**config.mk**
```make
export PLATFORM = sky130hd
export DESIGN_NAME = rate_xfer_stage
export DESIGN_NICKNAME = d
export VERILOG_FILES = /design/src/rtl/rate_xfer_stage.sv
export SDC_FILE = /design/constraint.sdc
export NUM_CORES = 1
export LEC_CHECK = 0
export BUFFER_PORTS_ARGS = -buffer_cell sky130_fd_sc_hd__buf_4
export CORE_ASPECT_RATIO = 1.2
export CORE_UTILIZATION = 45
export DETAILED_ROUTE_END_ITERATION = 8
export PLACE_DENSITY = 0.83
export REMOVE_ABC_BUFFERS = 1
export SKIP_LAST_GASP = 1
export SYNTH_ARGS = -nofsm -noshare
export SYNTH_HDL_FRONTEND = slang
export SYNTH_SLANG_ARGS = --single-unit
```
**constraint.sdc**
```tcl
create_clock -name clk -period 2 [get_ports clk]
set_clock_uncertainty 0.2 [all_clocks]
set_input_delay 0.2 -clock clk [delete_from_list [all_inputs] [get_ports clk]]
set_output_delay 0.2 -clock clk [all_outputs]
set_load 0.01 [all_outputs]
```
**src/rtl/rate_xfer_stage.sv**
```systemverilog
module rate_xfer_stage #(
  parameter int W        = 16,
  parameter int RATIO    = 5,
  parameter bit UPSAMPLE = 1'b1
) (
  input  logic         clk,
  input  logic         rst_n,
  input  logic         in_valid,
  output logic         in_ready,
  input  logic [W-1:0] in_data,
  output logic         out_valid,
  input  logic         out_ready,
  output logic [W-1:0] out_data
);

  localparam int CW = (RATIO > 1) ? $clog2(RATIO) : 1;
  localparam logic [CW-1:0] LAST = CW'(RATIO - 1);

  logic          emit;
  logic [CW-1:0] cnt;
  logic [W-1:0]  hold;

  wire in_fire  = in_valid && in_ready;
  wire out_fire = out_valid && out_ready;
  wire at_last  = (cnt == LAST);

  assign in_ready  = !emit;
  assign out_valid = emit;
  assign out_data  = hold;

  always_ff @(posedge clk or negedge rst_n) begin
    if (!rst_n) begin
      emit <= UPSAMPLE;
      cnt  <= '0;
      hold <= '0;
    end else begin
      if (in_fire) hold <= in_data;
      if (UPSAMPLE) begin
        if (out_fire) begin
          cnt <= at_last ? '0 : cnt + 1'b1;
          if (at_last) emit <= 1'b0;
        end
        if (in_fire) emit <= 1'b1;
      end else begin
        if (in_fire) begin
          cnt <= at_last ? '0 : cnt + 1'b1;
          if (at_last) emit <= 1'b1;
        end
        if (out_fire) emit <= 1'b0;
      end
    end
  end

  p_hold_r7: assert property (@(posedge clk) disable iff (!rst_n)
    out_valid && !out_ready |=> out_valid && $stable(out_data));

  p_ignore_r9: assert property (@(posedge clk) disable iff (!rst_n)
    !in_ready |=> $stable(out_data));

  p_load_r5: assert property (@(posedge clk) disable iff (!rst_n)
    in_valid && in_ready |=> out_data == $past(in_data));

  p_cnt_range_r2: assert property (@(posedge clk) disable iff (!rst_n)
    cnt <= LAST);

  generate
    if (UPSAMPLE) begin : g_up
      p_stay_emit_r2: assert property (@(posedge clk) disable iff (!rst_n)
        out_valid && out_ready && !at_last |=> out_valid && !in_ready);
      p_turn_r3: assert property (@(posedge clk) disable iff (!rst_n)
        in_valid && in_ready |=> out_valid && !in_ready);
    end else begin : g_down
      p_stay_acq_r5: assert property (@(posedge clk) disable iff (!rst_n)
        in_valid && in_ready && !at_last |=> in_ready && !out_valid);
      p_turn_r6: assert property (@(posedge clk) disable iff (!rst_n)
        out_valid && out_ready |=> in_ready && !out_valid);
    end
  endgenerate

endmodule

```
Word-level counts from Yosys, hierarchy flattened
Index checks and enable logic that the tools add are counted.
Storage, ports and cells
  memories kept: 0
  flip-flop bits (word level): 20
  bits in writable memories: 0
  latch bits: 0
  output and inout bits: 18
  memory bits (read-only): 0
  bits of input ports: 20
  logic and storage cells: 15
Operators by class
  reduce and logical (&&, ||, !) cells: 6
  $mul: 0
  bitwise logic cells: 0
  shift-type cells: 0
  $lt $le $gt $ge: 0
  div/mod/pow operators: 0
  add/sub/neg operators: 1
  multiplexer cells: 4
  eq/ne operators: 1
Operators by type and width (count)
  nonzero test 2 bit: 2
  adder 3 x 1 -> 3 bit, second input constant: 1
  == test 3 bit, second input constant: 1
  2-to-1 mux 1 bit: 3
  2-to-1 mux 3 bit: 1
  logical AND 1 bit: 2
  AND reduction 2 bit: 1
  logical NOT 1 bit: 1

Longest topological paths before layout
Gate-level depths: netlist of run 1.
  depth in word-level cells: 4
  mapped depth: 5
  gate-level depth less buffers: 5

Least setup slack after synthesis of run 1
Ideal clock, no wire load.
  kind: flip-flop to flip-flop
  start point: register emit (netlist: out_valid)
  end point: register hold[0] (netlist: out_data[0])
  data required time: 1.675 ns
  slack: 0.488 ns
  cell stages (with the launch flop): 5
  arrival time: 1.187 ns
  setup time: 0.125 ns
  period minus slack after synthesis: 1.512 ns
  buffers on the path: 2
  path through: dfstp_2 nor2b_1 buf_6 buf_12 mux2_4
On the way
  longest elaborated chain between the ends: 2
Ends and longest elaborated chain
  start, declared: line 19  | logic emit;
  start signal, assigned: line 33  | emit <= UPSAMPLE;
  start signal, assigned: line 41  | if (at_last) emit <= 1'b0;
  start signal, assigned: line 43  | if (in_fire) emit <= 1'b1;
  logical NOT 1 bit: line 27  | assign in_ready = !emit;
  logical AND 1 bit: line 23  | wire in_fire = in_valid && in_ready;
  end signal, assigned: line 37  | if (in_fire) hold <= in_data;
  end, declared: line 21  | logic [W-1:0] hold;
Every way passes these cells.
A chain may end at the register's enable or synchronous reset.

Worst setup path after layout of run 1
  start point: register emit (netlist: out_valid)
  end point: output port in_ready
On the way
  longest elaborated chain between the ends: 1
Ends and longest elaborated chain
  logical NOT 1 bit: line 27
  end, declared: line 9  | output logic in_ready,
Every way passes these cells.

==> results of run 1 <==
[final cells by class]
| class | instances | area [um2] |
|---|---|---|
| clock buffer | 4 | 36.3 |
| fill | 93 | 359 |
| inverter | 3 | 11.3 |
| multi-input combinational | 29 | 308 |
| sequential | 20 | 502 |
| tap | 18 | 22.5 |
| timing repair buffer | 56 | 463 |
[flip-flops by register name, summed over array words and instances (netlist names)]
name	count
cnt	3
out_data	16
out_valid	1
[critical path: cells and delay by family, from the launching register on]
kind | cells | cell delay, ns
DFF | 1 | 0.61
buffers and inverters | 2 | 0.18
[layout by cell type (no fill, tap or decap)]
cell type      count
a21o_1             1
a21oi_1            1
a22o_1             1
buf_4             39
clkbuf_4           3
clkbuf_8           1
dfrtp_1           19
dfstp_2            1
dlygate4sd3_1     17
ha_1               2
inv_1              3
mux2_2             8
mux2_4             9
nand2_1            1
nand3_1            2
nor2_1             1
nor2b_2            1
o21ai_0            2
[per-layer routing]
| metal | global-route usage [%] | wire [um] |
|---|---|---|
| met5 | 0 | 0 |
| met2 | 37.5 | 1170 |
| met3 | 2.56 | 75 |
| met1 | 22.6 | 705 |
| met4 | 10.8 | 72 |
[stage by stage]
step / TNS, ns / hold WS [ns] / cell area (um2) / util, % / cells
detailed placement: 0 / -0.109 / 1140 / 66.8 / 109
finish: 0 / 0.00917 / 1340 / 78.9 / 130
global placement: 0 / -0.110 / 1140 / 66.8 / 109
global route: 0 / 0.0104 / 1340 / 78.9 / 130
CTS: 0 / 0.0113 / 1340 / 78.9 / 130
floorplan: -1.77 / -0.296 / 818 / - / 52
[worst max-delay path by stage]
stage	startpoint	to	slack (ns)
floorplan	out_valid	out_data[15]	-0.15
detailed placement	out_valid	out_data[0]	0.54
global route	out_valid	in_ready	0.47
CTS	out_valid	in_ready	0.51
finish	out_valid	in_ready	0.51
global placement	out_valid	out_data[1]	0.58
[where the power goes]
group	internal, mW	leakage (nW)	switching (mW)
Clock	0.111	0.0210	0.124
Combinational	0.526	0.409	0.321
Sequential	0.611	0.237	0.138
[kinds of logic (layout without fill, tap and decap cells)]
group | Yosys count | count (layout) | synth area share [%]
flops | 20 | 20 | 59.1
mux | 17 | 17 | 26.5
compound gates | 5 | 5 | 3.68
simple gates | 5 | 5 | 2.80
buf+inv | 5 | 63 | 5.01
fa+ha+maj | 2 | 2 | 2.95
==> impl_metrics.json, run 1 <==
{
  "min_delay_path_depth": 3,
  "worstPathMaxFanout": 6,
  "cts.repair_timing.setup_buffer_count": 0,
  "synth.top_cells.by_count": "dfrtp_1 (19), mux2_4 (9), mux2_2 (8), inv_1 (3)",
  "clock_tree.buffer_depth": 2,
  "post_cts.resized_instances": 0,
  "design_power_total_mw": 1.83,
  "final_nets": 135,
  "setup_violations": 0,
  "hp-class": "primary input to flop",
  "placement.setup.worst_slack_ns": 0.543,
  "required_time_worst_endpoint_ns": 1.60,
  "max-slew-margin-rel_pct": 83.2,
  "ctsHtreeMaxLevel": 1,
  "achievable-frequency_mhz": 672,
  "design.core.area_um2": 1700,
  "antenna-diode-count": 0,
  "die_w_um": 41.7,
  "clk_latency_ns": 0.29,
  "yosys-top-cells-area": "dfrtp_1 (56%), mux2_4 (16%), mux2_2 (11%)",
  "count_of_endpoints_failing_hold_in_the_final_timing_report": 0,
  "seq_area_frac_synth_pct": 59.1,
  "rows": 16,
  "synth.most_common_cell": "dfrtp_1",
  "syn_area_per_cell_um2": 15.7,
  "drt-vias-per-instance": 4.88,
  "grt_overflow_total": 0,
  "criticalPathCategory": "flop to primary output",
  "cts_made_buffers": 3,
  "clk_pin_slew_ns": 0.11,
  "holdCritStartpoint": "out_ready",
  "cts_root_buffer": "clkbuf_4",
  "min_to": "cnt[2]",
  "port-buffer-count": 37,
  "die-height_um": 49.6,
  "hold_buffers": 17,
  "synth_top_flop_cell": "dfrtp_1",
  "synth_edf_count": 0,
  "globalplace.congestion": 0.674,
  "setup.reg_to_reg.worst_slack_ns": 0.53,
  "initial_utilization_pct": 49.9,
  "crit_chain": "inv_1 -> buf_4",
  "synthesis.yosys.warnings": 0,
  "pwr_density_cell_nw_per_um2": 1360,
  "antenna_violating_nets_post_route": 0,
  "worstMarginPinSlew_ns": 0.252,
  "regToRegEndpoint": "out_data[1]",
  "syn_to_final_growth_pct": 58.0,
  "dieArea_um2": 2070,
  "post_synth_num_cell_types": 16,
  "finalMaxSlewViolations": 0,
  "status": "finished, final reports clean",
  "cts.sink_count": 20,
  "tritoncts": "yes",
  "worst_slack_ns": 0.513,
  "maxCapViolations": 0,
  "grt_first_pass_wirelength_um": 3090,
  "min_period_over_period_pct": 74.4,
  "critPathSlowestCell": "dfstp_2",
  "detail_route.drc_violations": 0,
  "synthesis.area_um2": 850,
  "routed-via-count": 634,
  "async_flop_share_pct": 100,
  "first_drt_pass_iteration_count": 3,
  "power_leakage_nw": 0.667,
  "irDropWorstVdd_uv": 871,
  "worst_setup_path_end_kind": "primary output",
  "timing.rr.start": "out_valid",
  "detailedRoute.firstIterationViolations": 1,
  "yosys_register_bits": 20,
  "synth.top_cell.area_share_pct": 56.0,
  "detailed_place_hpwl_um": 1310,
  "grt_pass1_vias": 654,
  "unrepaired_setup_endpoints_after_global_routing": "no",
  "critical_path_arrival_ns": 1.09,
  "critPathMaxStageDelay_ns": 0.61,
  "detailed_route_wire_length_per_cell_um": 15.5,
  "final_period_minus_worst_setup_slack_ns": 1.49,
  "synth_cells": 54,
  "critical_path.startpoint_type": "flop",
  "route.final.wire_length_um": 2020,
  "ff2ff_path_depth": 3,
  "grt_start_max_net_pins": 21,
  "grt.total_usage_pct": 20.5,
  "antenna_found_initial": 0,
  "netlist.top_cell.by_area": "dfrtp_1",
  "layout-drive-gt1-share_pct": 55.4,
  "io_pins": 38
}
Power figures use the tool's default switching activity.
==> inputs of run 2 (changes only) <==
==> constraint.sdc (replaced) <==
create_clock -name clk -period 1.45 [get_ports clk]
set_clock_uncertainty 0.2 [all_clocks]
set_input_delay 0.145 -clock clk [delete_from_list [all_inputs] [get_ports clk]]
set_output_delay 0.145 -clock clk [all_outputs]
set_load 0.01 [all_outputs]
==> impl_metrics.json, run 2 (synthesized netlist as in run 1, its figures left out) <==
{
  "routed-via-count": 666,
  "setup_violations": 1,
  "rows": 16,
  "die_w_um": 41.7,
  "max-slew-margin-rel_pct": 82.5,
  "min_period_over_period_pct": 101,
  "antenna-diode-count": 0,
  "fill_cells": 102,
  "first_drt_pass_iteration_count": 4,
  "grt_start_max_net_pins": 21,
  "clock_tree.buffer_depth": 2,
  "layout.cells.most_common_list": "buf_4 (38), dfrtp_1 (19), dlygate4sd3_1 (18)",
  "drt-vias-per-instance": 5.01,
  "clk_latency_ns": 0.30,
  "criticalPathCategory": "flop to primary output",
  "critical_path.startpoint_type": "flop",
  "pwr_density_cell_nw_per_um2": 1950,
  "unrepaired_setup_endpoints_after_global_routing": "yes",
  "ff2ff_path_depth": 3,
  "regToRegEndpoint": "out_data[15]",
  "grt_overflow_total": 0,
  "critPathLaunch": "out_valid",
  "timing.rr.start": "out_valid",
  "syn_to_final_growth_pct": 64.7,
  "layout-drive-gt1-share_pct": 57.4,
  "io_pins": 38,
  "grt_use_met1_pct": 22.5,
  "clk_pin_slew_ns": 0.12,
  "design_power_total_mw": 2.73,
  "grt_pass1_vias": 703,
  "detail_route.drc_violations": 0,
  "cts_root_buffer": "clkbuf_4",
  "port-buffer-count": 37,
  "met3_usage_pct": 3.30,
  "worstPathMaxFanout": 5,
  "power_leakage_nw": 0.688,
  "multi_input_area_um2": 312,
  "worst_setup_path_endpoint": "in_ready",
  "post_dp_cell_area_um2": 1140,
  "final.setup.tns_ns": -0.0179,
  "hp-class": "primary input to async pin",
  "ctsHtreeMaxLevel": 1,
  "worst_slack_ns": -0.0179,
  "layout.cells.most_common": "buf_4",
  "detailed_route_wire_length_per_cell_um": 15.8,
  "setup.reg_to_reg.worst_slack_ns": 0.05,
  "initial_utilization_pct": 49.9,
  "area.sequential_um2": 502,
  "grt_first_pass_wirelength_um": 3260,
  "count_of_endpoints_failing_hold_in_the_final_timing_report": 0,
  "antenna_found_initial": 0,
  "cts_made_buffers": 3,
  "final_period_minus_worst_setup_slack_ns": 1.47,
  "post-route-cell-area_um2": 1400,
  "tritoncts": "yes",
  "status": "complete, but fails checks",
  "route.final.wire_length_um": 2100,
  "worst_setup_path_end_kind": "primary output",
  "worstMarginPinSlew_ns": 0.262,
  "design.core.area_um2": 1700,
  "achievable-frequency_mhz": 681,
  "cts.sink_count": 20,
  "antenna_violating_nets_post_route": 0,
  "globalplace.congestion": 0.696,
  "met2_usage_pct": 42.7,
  "final_nets": 138,
  "irDropWorstVdd_uv": 1460,
  "timing.hold.ws_ns": 0.0530,
  "detailed_place_hpwl_um": 1300,
  "violations": "negative setup slack",
  "die-height_um": 49.6,
  "utilization_pct": 82.2,
  "grt.total_usage_pct": 21.3,
  "globalRoute.busiestLayer": "met2",
  "number_of_flip_flops_in_the_largest_register": 16,
  "critical_path_arrival_ns": 1.12,
  "finalMaxSlewViolations": 0,
  "maxCapViolations": 0,
  "detailedRoute.firstIterationViolations": 6,
  "required_time_worst_endpoint_ns": 1.11,
  "dieArea_um2": 2070
}
run 2: cell types whose count changed in the layout (fill, tap and decap cells not counted), sizes merged:
cell	before	now
buf	39	41
bufinv	0	1
clkbuf	4	3
dlygate4sd3	17	18
run 2: area by class of cell:
type                    instances  area share (%)
clock buffers                   3            1.61
multi-input cells              29            22.3
repair buffers                 59            35.7
flip-flops and latches         20            35.9
clock inverters                 1            2.15
well taps                      18            1.61
inverters                       3           0.805
run 2: power by group:
part	total [mW]	switching, mW	internal, mW
logic	1.25	0.479	0.773
clock network	0.455	0.176	0.279
registers	1.02	0.181	0.842
run 2: critical path, stage by stage (launching register included):
cell and delay (ns):
dfstp_2 0.57, buf_6 0.12, inv_2 0.03, buf_6 0.10
run 2: routing by layer:
metal,up-vias,share of wire (%),routed length [um]
met3,2,3.8,79
met2,28,58,1220
met1,329,37,787
met4,0,0.67,14
li1,307,-,-
met5,-,0,0
run 2: through the flow:
stage / setup slack, ns / std cells
2_1_floorplan: -0.700 / 52
3_5_place_dp: 0.0770 / 110
6_report: -0.0179 / 133
4_1_cts: -0.00285 / 133
3_3_place_gp: 0.101 / 110
5_1_grt: -0.0679 / 133
run 2: timing repair:
item,CTS,global route
hold endpoints to repair,38,0
buffers inserted,1,0
resized for setup,3,3
gates cloned,0,0
setup endpoints to repair,1,6
hold buffers,18,0
run 2: worst min path at each step:
| stage | startpoint | endpoint | depth (start not counted) | slack (ns) |
|---|---|---|---|---|
| 4_1_cts | rst_n | out_data[9] | 2 | 0.07 |
| 5_1_grt | rst_n | out_data[13] | 2 | 0.05 |
| 2_1_floorplan | rst_n | cnt[0] | 0 | -0.35 |
| 6_report | rst_n | out_data[14] | 2 | 0.05 |
| 3_3_place_gp | rst_n | out_data[8] | 1 | -0.17 |
| 3_5_place_dp | rst_n | out_data[13] | 1 | -0.17 |
